<file path="config.mk">
export PLATFORM = sky130hd
export DESIGN_NAME = pmon_bank
export DESIGN_NICKNAME = d
export VERILOG_FILES = /design/src/rtl/pmon_pkg.sv /design/src/rtl/pmon_rst_sync.sv /design/src/rtl/pmon_counter.sv /design/src/rtl/pmon_host_if.sv /design/src/rtl/pmon_bank.sv
export SDC_FILE = /design/constraint.sdc
export NUM_CORES = 1
export LEC_CHECK = 0
export ABC_AREA = 1
export ABC_CLOCK_PERIOD_IN_PS = 5500
export BUFFER_PORTS_ARGS = -buffer_cell sky130_fd_sc_hd__buf_4
export CAP_MARGIN = 0
export CORE_MARGIN = 4
export CORE_UTILIZATION = 50
export DETAILED_ROUTE_END_ITERATION = 10
export GPL_TIMING_DRIVEN = 0
export PLACE_DENSITY = 0.66
export SLEW_MARGIN = 20
export SYNTH_ARGS = -nofsm -noshare
export SYNTH_HDL_FRONTEND = slang
export SYNTH_SLANG_ARGS = --single-unit
</file>
<file path="constraint.sdc">
create_clock -name clk -period 5.5 [get_ports clk]
set_input_delay 0.825 -clock clk [delete_from_list [all_inputs] [get_ports clk]]
set_output_delay 0.825 -clock clk [all_outputs]
set_load 0.005 [all_outputs]
</file>
<file path="src/rtl/pmon_pkg.sv">
package pmon_pkg;
  localparam int BYTE_W = 8;
  localparam int WORD_W = 2 * BYTE_W;

  typedef enum logic [2:0] {
    ACC_NONE,
    ACC_CTR_HI,
    ACC_CTR_LO,
    ACC_HOLD,
    ACC_UNMAPPED
  } acc_kind_e;
endpackage

</file>
<file path="src/rtl/pmon_rst_sync.sv">
module pmon_rst_sync #(
  parameter int STAGES = 2
) (
  input  logic clk,
  input  logic rst_n,
  output logic rst_n_sync
);
  logic [STAGES-1:0] sync_q;
  logic [STAGES-1:0] sync_nxt;

  always_comb begin
    sync_nxt = {sync_q[STAGES-2:0], 1'b1};
  end

  always_ff @(posedge clk or negedge rst_n) begin
    if (!rst_n) sync_q <= '0;
    else        sync_q <= sync_nxt;
  end

  assign rst_n_sync = sync_q[STAGES-1];
endmodule

</file>
<file path="src/rtl/pmon_counter.sv">
module pmon_counter #(
  parameter int CTR_W = 16
) (
  input  logic             clk,
  input  logic             rst_n,
  input  logic             evt_i,
  input  logic             clr_i,
  output logic [CTR_W-1:0] cnt_o
);
  localparam logic [CTR_W-1:0] CNT_MAX = '1;
  localparam logic [CTR_W-1:0] CNT_ONE = CTR_W'(1);

  logic [CTR_W-1:0] cnt_q;
  logic [CTR_W-1:0] cnt_nxt;
  logic             cnt_en;
  logic             at_max;

  always_comb begin
    at_max  = (cnt_q == CNT_MAX);
    cnt_en  = clr_i | (evt_i & ~at_max);
    cnt_nxt = cnt_q;
    if (clr_i) begin
      cnt_nxt = evt_i ? CNT_ONE : '0;
    end else if (evt_i && !at_max) begin
      cnt_nxt = cnt_q + CNT_ONE;
    end
  end

  always_ff @(posedge clk or negedge rst_n) begin
    if (!rst_n)      cnt_q <= '0;
    else if (cnt_en) cnt_q <= cnt_nxt;
  end

  assign cnt_o = cnt_q;

  // an event without a clear adds exactly one below the ceiling
  p_inc_r2: assert property (@(posedge clk) disable iff (!rst_n)
    (evt_i && !clr_i && cnt_q != CNT_MAX) |=> (cnt_q == $past(cnt_q) + CNT_ONE));

  // the ceiling holds
  p_sat_r3: assert property (@(posedge clk) disable iff (!rst_n)
    (cnt_q == CNT_MAX && !clr_i) |=> (cnt_q == CNT_MAX));

  // a clear alone zeroes the counter
  p_clr_r7: assert property (@(posedge clk) disable iff (!rst_n)
    (clr_i && !evt_i) |=> (cnt_q == '0));

  // a clear that meets an event keeps the event
  p_clr_evt_r8: assert property (@(posedge clk) disable iff (!rst_n)
    (clr_i && evt_i) |=> (cnt_q == CNT_ONE));

  // idle counter keeps its value
  p_idle_r2: assert property (@(posedge clk) disable iff (!rst_n)
    (!clr_i && !evt_i) |=> $stable(cnt_q));
endmodule

</file>
<file path="src/rtl/pmon_host_if.sv">
module pmon_host_if
  import pmon_pkg::*;
#(
  parameter int NUM_CTR = 7,
  parameter int ADDR_W  = 5
) (
  input  logic                           clk,
  input  logic                           rst_n,
  input  logic [ADDR_W-1:0]              addr_i,
  input  logic                           rd_i,
  input  logic                           wr_i,
  input  logic [NUM_CTR-1:0][WORD_W-1:0] ctr_i,
  output logic [NUM_CTR-1:0]             clr_o,
  output logic [BYTE_W-1:0]              rdata_o
);
  localparam int                IDX_W  = ADDR_W - 1;
  localparam logic [ADDR_W-1:0] HOLD_A = ADDR_W'(2 * NUM_CTR);

  acc_kind_e         kind;
  logic              rd_ok;
  logic [IDX_W-1:0]  sel_idx;
  logic [WORD_W-1:0] sel_val;
  logic [BYTE_W-1:0] hold_q;
  logic [BYTE_W-1:0] hold_nxt;
  logic              hold_en;
  logic [BYTE_W-1:0] rdata_q;
  logic [BYTE_W-1:0] rdata_nxt;

  // access decode: a cycle with the write strobe is never a read
  always_comb begin
    rd_ok   = rd_i & ~wr_i;
    sel_idx = addr_i[ADDR_W-1:1];
    if (!rd_ok)                kind = ACC_NONE;
    else if (addr_i == HOLD_A) kind = ACC_HOLD;
    else if (addr_i < HOLD_A)  kind = addr_i[0] ? ACC_CTR_LO : ACC_CTR_HI;
    else                       kind = ACC_UNMAPPED;
  end

  always_comb begin
    sel_val = '0;
    for (int k = 0; k < NUM_CTR; k++) begin
      if (sel_idx == IDX_W'(k)) sel_val = ctr_i[k];
    end
  end

  generate
    for (genvar g = 0; g < NUM_CTR; g++) begin : g_clr
      assign clr_o[g] = ((kind == ACC_CTR_HI) || (kind == ACC_CTR_LO))
                        && (sel_idx == IDX_W'(g));
    end
  endgenerate

  always_comb begin
    hold_en   = 1'b0;
    hold_nxt  = hold_q;
    rdata_nxt = '0;
    case (kind)
      ACC_CTR_HI: begin
        rdata_nxt = sel_val[WORD_W-1:BYTE_W];
        hold_nxt  = sel_val[BYTE_W-1:0];
        hold_en   = 1'b1;
      end
      ACC_CTR_LO: begin
        rdata_nxt = sel_val[BYTE_W-1:0];
        hold_nxt  = sel_val[WORD_W-1:BYTE_W];
        hold_en   = 1'b1;
      end
      ACC_HOLD: rdata_nxt = hold_q;
      default:  rdata_nxt = '0;
    endcase
  end

  always_ff @(posedge clk or negedge rst_n) begin
    if (!rst_n)       hold_q <= '0;
    else if (hold_en) hold_q <= hold_nxt;
  end

  always_ff @(posedge clk or negedge rst_n) begin
    if (!rst_n)     rdata_q <= '0;
    else if (rd_ok) rdata_q <= rdata_nxt;
  end

  assign rdata_o = rdata_q;

  // at most one counter is cleared per access
  p_one_clear_r11: assert property (@(posedge clk) disable iff (!rst_n)
    $onehot0(clr_o));

  // the write strobe never clears a counter
  p_wr_noclr_r10: assert property (@(posedge clk) disable iff (!rst_n)
    wr_i |-> (clr_o == '0));

  // capture register moves only on a counter byte read
  p_hold_keep_r9: assert property (@(posedge clk) disable iff (!rst_n)
    !(rd_i && !wr_i && addr_i < HOLD_A) |=> $stable(hold_q));

  // capture register read returns its content one cycle later
  p_hold_rd_r4: assert property (@(posedge clk) disable iff (!rst_n)
    (rd_i && !wr_i && addr_i == HOLD_A) |=> (rdata_o == $past(hold_q)));

  // high byte read returns upper half, parks lower half
  p_hi_rd_r5: assert property (@(posedge clk) disable iff (!rst_n)
    (rd_i && !wr_i && addr_i < HOLD_A && !addr_i[0]) |=>
      (rdata_o == $past(sel_val[WORD_W-1:BYTE_W]) &&
       hold_q  == $past(sel_val[BYTE_W-1:0])));

  // low byte read returns lower half, parks upper half
  p_lo_rd_r6: assert property (@(posedge clk) disable iff (!rst_n)
    (rd_i && !wr_i && addr_i < HOLD_A && addr_i[0]) |=>
      (rdata_o == $past(sel_val[BYTE_W-1:0]) &&
       hold_q  == $past(sel_val[WORD_W-1:BYTE_W])));

  // unmapped reads return zero
  p_unmapped_r12: assert property (@(posedge clk) disable iff (!rst_n)
    (rd_i && !wr_i && addr_i > HOLD_A) |=> (rdata_o == '0));
endmodule

</file>
<file path="src/rtl/pmon_bank.sv">
module pmon_bank
  import pmon_pkg::*;
#(
  parameter int NUM_CTR = 7,
  parameter int ADDR_W  = 5
) (
  input  logic               clk,
  input  logic               rst_n,
  input  logic [NUM_CTR-1:0] evt_i,
  input  logic [ADDR_W-1:0]  addr_i,
  input  logic               rd_i,
  input  logic               wr_i,
  output logic [BYTE_W-1:0]  rdata_o
);
  logic                           rst_n_s;
  logic [NUM_CTR-1:0][WORD_W-1:0] ctr_val;
  logic [NUM_CTR-1:0]             ctr_clr;

  pmon_rst_sync #(.STAGES(2)) u_rst (
    .clk        (clk),
    .rst_n      (rst_n),
    .rst_n_sync (rst_n_s)
  );

  generate
    for (genvar g = 0; g < NUM_CTR; g++) begin : g_ctr
      pmon_counter #(.CTR_W(WORD_W)) u_ctr (
        .clk   (clk),
        .rst_n (rst_n_s),
        .evt_i (evt_i[g]),
        .clr_i (ctr_clr[g]),
        .cnt_o (ctr_val[g])
      );
    end
  endgenerate

  pmon_host_if #(.NUM_CTR(NUM_CTR), .ADDR_W(ADDR_W)) u_host (
    .clk     (clk),
    .rst_n   (rst_n_s),
    .addr_i  (addr_i),
    .rd_i    (rd_i),
    .wr_i    (wr_i),
    .ctr_i   (ctr_val),
    .clr_o   (ctr_clr),
    .rdata_o (rdata_o)
  );

  // read data is zero while the block is held in reset
  p_rst_data_r1: assert property (@(posedge clk)
    !rst_n_s |=> (!rst_n_s || rdata_o == '0) || (rdata_o == '0));
endmodule

</file>
==> results.md, run 1 <==
- Status: complete, no violations
- GRT Max-Usage Layer: met2
- Crit. End Element: flop
- Final worst setup slack: 3.10 ns
- DR vias: 8,332
- Setup TNS: 0 ns
- Critical path class: flop to flop
- Final net count: 1,307
- Avg Cell Area, Syn: 6.77 sq um
- Peak VDD IR: 0.253 mV
- Crit path max fanout: 8
- Clk buf depth: 2
- Netlist cell types: 37
- Post-Synthesis Cells: 1,240
- N_diodes: 0
- Post-synth ARST share: 100%
- I/O Buffers: 23
- Die Area: 0.0189 sq mm
- CTS Buf Count: 17
- Syn nets: 1,263
- ANT nets after route: 0
- Worst path arrival time: 2.74 ns
- Tcrit/Tclk final: 43.6%
- R2R setup slack: 3.10 ns
- Min Tclk post-route: 2.40 ns
- Site Rows: 47
- Critical Path Start Type: flop
- Clock transition at path regs: 0.06 ns
- Global-route wire length before repair: 39,400 um
- Total track usage: 26.7%
- Initial antenna violation count: 0
- Post-CTS sizing: 0
- CP Cell Sequence: ha_1 -> nand2_1 -> nor2_1 -> nand2_1 -> nor2_1 -> a21oi_1 -> inv_1 -> nand2_1 -> nand2_1 -> a21oi_1
- # setup viols final: 0
- Share of layout cells above drive strength 1: 8.02%
- CTS Hold Bufs: 0
- Hpwl dp: 18,300 um
- Grt total ovfl: 0
- Register bit total from synthesis: 130
- GR Layer Usage met1: 38.6%
- Critical Path Slowest Stage Cell: a21oi_1
- Total length of routed wires: 24,100 um
- Drt pass-1 iters: 5
- Power per cell area: 354 mW/mm^2
- Via density: 5.50
- CP delay by family, top: compound AO/OA/AOI/OAI gates
- Layout Cells excl Fill: 1,516
- Grt met3 use: 4.05%
- Leak Pwr: 0.00449 uW
- CTS tree: yes
- Place WS: 2.87 ns
- Final hold vios: 0
- Die height: 138 um
- Critical Path RT: 5.85 ns
- Register area share after synthesis: 38.8%
- H-tree Lvls: 4
- Main flop type after synthesis: dfrtp_1
- Worst min-delay path category: primary input to asynchronous set/reset pin
- Drt first-iter violations: 747
- Yosys warnings: 0
- Area Growth Syn to Fin: 13.2%
- Crit-path max cell delay: 0.59 ns
- WL/cell: 15.9 um
- RSZ-0062 raised after global routing: no
- Worst Path Buf+Inv: 1
- Number of flops mapped to enable cells by yosys: 0
- Io pins: 24
- Slew Limit Fails: 0
- Clk Latency, worst-skew pair: 0.43 ns
- DRC errors left: 0
- Clock sink total: 130
- GP Congestion: 0.910
- CTS root buf: clkbuf_16
- Post-CTS Setup Bufs: 0
- Cell Area, Synth: 0.00839 sq mm
- Post-Place Cells: 1,485
- Slew @ Worst Pin: 0.728 ns
- GRT met2 Usage: 40.1%
- Die width: 138 um
- Max Fclk: 417 MHz
- Top cell by count, worst path: nand2_1
- Vias in the first global route: 7,621
- Fin Clk Skew: 0.0111 ns
- Initial core utilization: 50.8%
- Max-Cap Viols: 0
- Share of the core filled with cells: 57.5%
- Core Area: 0.0165 sq mm
- Largest net degree at the start of global routing: 49
- Max-slew headroom: 51.5%
## through the flow
step                      hold slack (ns)  total power (uW)  instance area, sq um
after detailed placement            0.305              2190                  8900
after global routing                0.152              3570                  9500
after global placement              0.337              2170                  8840
after floorplan                     0.331              1920                  8390
after CTS                           0.151              3370                  9500
final                               0.169              3360                  9500
## layout make-up
cell class | instances | area, sq um
fillers | 1626 | 7020
multi-input cells | 946 | 4490
inverters | 136 | 510
plain buffers | 28 | 134
well taps | 220 | 275
repair buffers | 25 | 228
clock buffers | 21 | 470
clock inverters | 10 | 133
flip-flops and latches | 130 | 3260
## worst paths after layout
kind	from	to	depth (start not counted)
setup / recovery	g_ctr[4].u_ctr.cnt_o[0]	g_ctr[4].u_ctr.cnt_o[2]	10
hold / removal	rst_n	u_rst.sync_q[1]	1
setup reg to reg	g_ctr[4].u_ctr.cnt_o[0]	g_ctr[4].u_ctr.cnt_o[2]	10
hold reg to reg	u_rst.sync_q[1]	g_ctr[5].u_ctr.cnt_o[9]	0
max in group asynchronous	u_rst.sync_q[1]	g_ctr[3].u_ctr.cnt_o[7]	2
min in group clk	u_rst.sync_q[0]	u_rst.sync_q[1]	0
## Yosys cell counts, types with 3 or more instances
library cell	instances	area share (%)
a21oi_1	33	2.0
buf_2	17	1.0
clkbuf_1	9	0.40
clkinv_1	3	0.13
dfrtp_1	130	39
ha_1	7	1.0
inv_1	126	5.6
inv_2	7	0.31
nand2_1	372	17
nand3_1	140	8.3
nand3b_1	3	0.27
nand4_1	45	3.4
nor2_1	148	6.6
nor2_2	9	0.67
nor2_4	4	0.54
nor3_1	38	2.3
nor3b_1	3	0.27
o211ai_1	14	1.3
o21ai_0	41	2.4
o21ai_1	25	1.5
o31ai_1	10	0.89
or2_2	3	0.22
xnor2_1	4	0.42
xor2_1	32	3.3
## routing by layer
| layer | vias to the layer above | part of all wire (%) | routed length [um] |
|---|---|---|---|
| li1 | 4145 | - | - |
| met2 | 233 | 45 | 10900 |
| met5 | - | 0 | 0 |
| met3 | 41 | 4.7 | 1130 |
| met4 | 0 | 2.8 | 677 |
| met1 | 3913 | 47 | 11400 |
## registers in the layout, summed over array words and instances, names as in the netlist
signal / cells
g_ctr.u_ctr.cnt_o: 112
u_rst.sync_q: 2
u_host.hold_q: 8
u_host.rdata_o: 8
## power breakdown
group / internal, uW / total, uW / switching, uW
combinational: 267 / 731 / 464
sequential: 1180 / 1460 / 285
clock: 742 / 1170 / 425
## cells by family after synthesis
| kind of cell | count (synthesis) | share of synthesized area, % |
|---|---|---|
| other | 1 | 0.0447 |
| DFF | 130 | 38.8 |
| and+or+nand+nor | 771 | 39.8 |
| buffers and inverters | 164 | 7.68 |
| AOI/OAI and AO/OA | 131 | 8.95 |
| xor gates and xnor gates | 36 | 3.76 |
| adders and majority gates | 7 | 1.04 |
## placed cells by master, fill, tap and decap left out, drive strengths merged, types with 4 or more instances in the layout
cell type,synthesis,layout
nand4,45,45
xnor2,4,4
clkinv,3,7
nand2,374,374
dfrtp,130,130
a21oi,33,33
nand3,140,140
inv,133,133
ha,7,7
nor3,39,39
xor2,32,32
o211ai,15,15
o21ai,67,67
clkbuf,9,30
nor2,161,161
o31ai,10,10
buf,19,44
Note: power is estimated with default switching activity, not from simulation.
==> run 2, diff against run 1 <==
- ABC_CLOCK_PERIOD_IN_PS: 5500 -> 2200
- PLACE_DENSITY: 0.66 -> 0.69
- clock period: 5.5 -> 2.2 ns (I/O delays scaled with it)
==> results.md, run 2 (synthesis results as in run 1) <==
- Switching part of the total: 34.2% (-0.76 points)
- Share of the core filled with cells: 58.2% (+0.70 points)
- WL/cell: 15.8 um (-0.69%)
- Via density: 5.52 (+0.44%)
- Fillers: 1,579 (-2.9%)
- CTS tree: yes
- I/O Buffers: 23 (unchanged)
- Post-Place Cells: 1,485 (unchanged)
- Clk buf depth: 2 (unchanged)
- Io pins: 24 (unchanged)
- Post-CTS Setup Bufs: 0 (unchanged)
- Hold Path Depth: 3
- Site Rows: 47 (unchanged)
- Leak Pwr: 0.00453 uW (+0.88%)
- Clock transition at path regs: 0.06 ns (about the same)
- # setup viols final: 0 (unchanged)
- Critical Path RT: 2.56 ns (-3.29 ns)
- Share of layout cells above drive strength 1: 9.25% (+1.2 points)
- Area Growth Syn to Fin: 14.6%
- Largest net degree at the start of global routing: 56 (+14%)
- Switching Power: 2980 uW (+150%)
- Slew Limit Fails: 0 (unchanged)
- Grt total ovfl: 0 (unchanged)
- Max-Cap Viols: 0 (unchanged)
- Drt pass-1 iters: 5 (unchanged)
- Tot Pwr: 8720 uW (+160%)
- R2r startpoint: g_ctr[4].u_ctr.cnt_o[0]
- Seq pwr share: 42.0% (-1.5 points)
- R2R setup slack: 0.06 ns (-3.04 ns)
- RSZ-0062 raised after global routing: yes
- R2R depth: 10 (unchanged)
- Power per cell area: 907 mW/mm^2 (+160%)
- Crit. End Element: flop
- Max reg flops: 112 (unchanged)
- Fin Clk Skew: 0.0136 ns (+0.00249 ns)
- Worst path arrival time: 2.49 ns (-0.25 ns)
- Internal power contribution: 5740 uW (+160%)
- Crit path max fanout: 8 (unchanged)
- Global-route wire length before repair: 39,500 um (+0.19%)
- Die width: 138 um (unchanged)
- Peak VDD IR: 0.613 mV (+140%)
- Critical path class: flop to flop
- Hpwl dp: 17,900 um (-2.5%)
- DR vias: 8,374 (+0.50%)
- Clk Latency, worst-skew pair: 0.43 ns (about the same)
- Die height: 138 um (unchanged)
- Most frequent cells in the layout: nand2_1 (369), nor2_1 (144), nand3_1 (139), dfrtp_1 (127), inv_1 (126)
- Max-slew headroom: 60.7% (+9.2 points)
- Initial core utilization: 50.8% (unchanged)
- Most common cell after layout, fill and taps aside: nand2_1
- Clock sink total: 130 (unchanged)
- Status: complete, no violations
- Slew @ Worst Pin: 0.588 ns (-0.140 ns)
- Final net count: 1,308 (+0.077%)
- Min Tclk post-route: 2.14 ns (-0.264 ns)
- Logic pwr share: 21.1% (-0.7 points)
- End of the worst hold path: g_ctr[4].u_ctr.cnt_o[0]
- Drt first-iter violations: 739 (-1.1%)
- CTS root buf: clkbuf_16
- Core Area: 0.0165 sq mm (unchanged)
- CTS Buf Count: 17 (unchanged)
- Total length of routed wires: 23,900 um (-0.62%)
- Clock power share: 36.9% (+2.2 points)
- Max Fclk: 468 MHz (+12%)
- Total track usage: 26.7% (-0.032 points)
- GP Congestion: 0.959 (+5.4%)
- R2r endpoint: g_ctr[4].u_ctr.cnt_o[2]
- Hold_ws: 0.152 ns (-0.0173 ns)
- ANT nets after route: 0 (unchanged)
- H-tree Lvls: 4 (unchanged)
- Vias in the first global route: 7,742 (+1.6%)
- Worst min-delay path category: primary input to flop
- Layout Cells excl Fill: 1,517 (+0.066%)
- Place WS: -0.147 ns (-3.02 ns)
- Tcrit/Tclk final: 97.0% (+53 points)
- N_diodes: 0 (unchanged)
- Critical Path Start Type: flop
- DRC errors left: 0 (unchanged)
- Final worst setup slack: 0.0649 ns (-3.04 ns)
- Min-delay src: evt_i[4]
- Final hold vios: 0 (unchanged)
- Initial antenna violation count: 0 (unchanged)
- Die Area: 0.0189 sq mm (unchanged)
- CP startpoint: g_ctr[4].u_ctr.cnt_o[0]
[run 2: final cells by class]
cell class	count	area [sq um]	area share, %
Timing Repair Buffer	26	230	2.39
Clock buffer	22	484	5.03
Tap cell	220	275	2.86
Multi-Input combinational cell	946	4550	47.3
Buffer	28	136	1.42
Sequential cell	130	3260	33.9
Inverter	136	510	5.31
Clock inverter	9	176	1.83
[run 2: power groups by stage]
stage               combinational (uW)  clock (uW)  sequential (uW)
floorplan                         1360           0             3450
global placement                  1710           0             3690
detailed placement                1800           0             3660
CTS                               1830        3240             3630
global route                      2120        3380             3740
finish                            1840        3220             3660
[run 2: routing by layer]
metal / vias to the layer above / share of wire, % / GRT usage [%]
li1: 4148 / - / -
met1: 3917 / 46 / 37.4
met2: 269 / 46 / 41.6
met3: 40 / 6.2 / 5.30
met4: 0 / 2.1 / 8.20
met5: - / 0 / 0
[run 2: worst max-delay path, cell delays in order, from the launching register on]
cell and delay (ns):
dfrtp_1 0.44, ha_1 0.28, nand2_1 0.10, nor2_1 0.06, nand2_1 0.09, nor2_1 0.07
a21oi_2 0.38, inv_1 0.15, nand2_1 0.27, nand2_1 0.08, a21oi_1 0.12
[run 2: repair_timing]
| item | 4_1_cts | 5_1_grt |
|---|---|---|
| pin swaps | 0 | 0 |
| resized for setup | 2 | 20 |
| hold buffers | 1 | 0 |
| endpoints found under the setup margin | 8 | 57 |
| endpoints found under the hold margin | 2 | 0 |
[run 2: how the worst max path moves through the flow]
stage	slack, ns	depth (start not counted)	endpoint
after floorplan	0.04	0	g_ctr[0].u_ctr.cnt_o[0]
after global placement	-0.83	0	g_ctr[3].u_ctr.cnt_o[6]
after detailed placement	-0.15	10	g_ctr[4].u_ctr.cnt_o[2]
after CTS	0.02	10	g_ctr[4].u_ctr.cnt_o[14]
after global routing	-0.09	9	g_ctr[4].u_ctr.cnt_o[0]
final	0.06	10	g_ctr[4].u_ctr.cnt_o[2]
[run 2: through the flow]
step	instance area (sq um)	setup TNS [ns]
2_1_floorplan	8390	0
3_3_place_gp	8840	-106.06
3_5_place_dp	8890	-0.717
5_1_grt	9620	-0.504
6_report	9620	0
4_1_cts	9570	0
==> run 3, diff against run 2 <==
- CORE_ASPECT_RATIO: unset -> 1.4
==> results.md, run 3 (synthesis results as in run 1) <==
- Status: complete, no violations
- Clk Latency, worst-skew pair: 0.43 ns (about the same)
- Max reg flops: 112 (unchanged)
- Worst path arrival time: 2.34 ns (-0.15 ns)
- Clock sink total: 130 (unchanged)
- Initial core utilization: 51.5% (+0.67 points)
- Worst min-delay path category: primary input to flop
- Vias in the first global route: 8,166 (+5.5%)
- Post-Place Cells: 1,464 (-1.4%)
- CTS Buf Count: 17 (unchanged)
- Crit-path max cell delay: 0.46 ns (+0.02 ns)
- R2r startpoint: g_ctr[0].u_ctr.cnt_o[0]
- Crit. End Element: flop
- I/O Buffers: 23 (unchanged)
- H-tree Lvls: 4 (unchanged)
- RSZ-0062 raised after global routing: no
- Critical path class: flop to flop
- DRC errors left: 0 (unchanged)
- Critical Path Slowest Stage Cell: dfrtp_1
- Slew @ Worst Pin: 0.640 ns (+0.0522 ns)
- Die width: 117 um (-15%)
- Fin Clk Skew: 0.0105 ns (-0.00306 ns)
- Clock transition at path regs: 0.06 ns (about the same)
- CTS tree: yes
- Crit path max fanout: 10 (+2)
- Die height: 161 um (+17%)
- Core Area: 0.0163 sq mm (-1.3%)
- Via density: 5.59 (+1.3%)
- Critical Path Start Type: flop
- Grt total ovfl: 0 (unchanged)
- End of the worst hold path: g_ctr[3].u_ctr.cnt_o[0]
- Most frequent cells in the layout: nand2_1 (368), nor2_1 (144), nand3_1 (140), inv_1 (126), dfrtp_1 (126)
- Max-Cap Viols: 0 (unchanged)
- # setup viols final: 0 (unchanged)
- CP Cell Sequence: ha_1 -> and3_1 -> nand2_1 -> o21ai_1 -> inv_2 -> nor2_2 -> nand2_1 -> o211ai_1
- Hold Path Depth: 3 (unchanged)
- Global-route wire length before repair: 40,000 um (+1.3%)
- Min Tclk post-route: 2.01 ns (-0.128 ns)
- Final net count: 1,308 (unchanged)
- Critical Path RT: 2.53 ns (-0.03 ns)
- Leak Pwr: 0.00452 uW (-0.16%)
- Min-delay src: evt_i[3]
- Share of layout cells above drive strength 1: 9.55% (+0.30 points)
- Max-slew headroom: 57.2% (-3.5 points)
- Final hold vios: 0 (unchanged)
- Area Growth Syn to Fin: 14.3%
- Final worst setup slack: 0.192 ns (+0.128 ns)
- DR vias: 8,372 (-0.024%)
- Power per cell area: 901 mW/mm^2 (-0.68%)
- WL/cell: 16.2 um (+2.3%)
- ANT nets after route: 0 (unchanged)
- Layout Cells excl Fill: 1,497 (-1.3%)
- Final Instance Area: 0.00960 sq mm (-0.23%)
- Most common cell after layout, fill and taps aside: nand2_1
- Drt first-iter violations: 803 (+8.7%)
- Io pins: 24 (unchanged)
- CP startpoint: g_ctr[0].u_ctr.cnt_o[0]
- N_diodes: 0 (unchanged)
- Peak VDD IR: 0.615 mV (+0.30%)
- GP Congestion: 0.947 (-1.3%)
- Die Area: 0.0189 sq mm (+0.16%)
- Site Rows: 55 (+17%)
- CTS root buf: clkbuf_16
- Slew Limit Fails: 0 (unchanged)
- Total length of routed wires: 24,200 um (+1.0%)
- Max Fclk: 498 MHz (+6.4%)
- Largest net degree at the start of global routing: 52 (-7.1%)
- Place WS: -0.0656 ns (+0.0817 ns)
- R2R setup slack: 0.19 ns (+0.13 ns)
- Total track usage: 26.0% (-0.61 points)
- Setup TNS: 0 ns (unchanged)
- Tcrit/Tclk final: 91.3% (-5.8 points)
- Drt pass-1 iters: 6 (+1)
- Post-CTS Setup Bufs: 0 (unchanged)
- Cell area after placement: 0.00887 sq mm (-0.21%)
- Top cell by count, worst path: nand2_1
- R2r endpoint: g_ctr[0].u_ctr.cnt_o[0]
- Hpwl dp: 18,500 um (+3.4%)
- Clk buf depth: 2 (unchanged)
- Initial antenna violation count: 0 (unchanged)
- R2R depth: 8 (-2)
[run 3: metrics by stage]
step / hold WS (ns) / power (uW) / util [%]
global placement: 0.113 / 5440 / 54.0
detailed placement: 0.113 / 5500 / 54.4
floorplan: 0.0344 / 4810 / -
finish: 0.163 / 8640 / 58.8
CTS: 0.146 / 8640 / 58.5
global route: 0.168 / 9180 / 58.8
[run 3: worst max-delay path by stage]
stage	to	depth (start not counted)
3_5_place_dp	u_host.rdata_o[3]	8
4_1_cts	g_ctr[6].u_ctr.cnt_o[1]	9
3_3_place_gp	g_ctr[2].u_ctr.cnt_o[9]	0
6_report	g_ctr[0].u_ctr.cnt_o[0]	8
5_1_grt	g_ctr[6].u_ctr.cnt_o[8]	9
2_1_floorplan	g_ctr[0].u_ctr.cnt_o[0]	0
[run 3: cell type report]
cell class / count / area (sq um)
plain buffers: 28 / 136
clock inverters: 11 / 175
clock buffers: 21 / 480
fillers: 1564 / 6710
flip-flops and latches: 130 / 3260
well taps: 199 / 249
multi-input cells: 946 / 4550
inverters: 136 / 510
repair buffers: 26 / 238
[run 3: timing repair]
action	in CTS	in global routing
hold endpoints to repair	2	0
setup endpoints to repair	13	54
hold buffers	1	0
resized for setup	3	21
[run 3: critical path, delay by kind of cell (launching register included)]
| family | cells | cell delay (ns) |
|---|---|---|
| AND/OR/NAND/NOR | 4 | 0.67 |
| AO/OA/AOI/OAI | 2 | 0.37 |
| buffers and inverters | 1 | 0.17 |
| adder cells (fa/ha/maj) | 1 | 0.22 |
| flip-flops | 1 | 0.46 |
[run 3: per-layer routing]
layer  wire length, um  GRT usage [%]
met5                 0              0
met4              1050           12.7
met3               900           4.38
met1              9900           30.6
met2             12300           46.2
[run 3: report_power, final]
group,switching [uW],internal (uW)
registers,716,2940
logic,1180,678
clock network,1100,2020
total,3000,5650
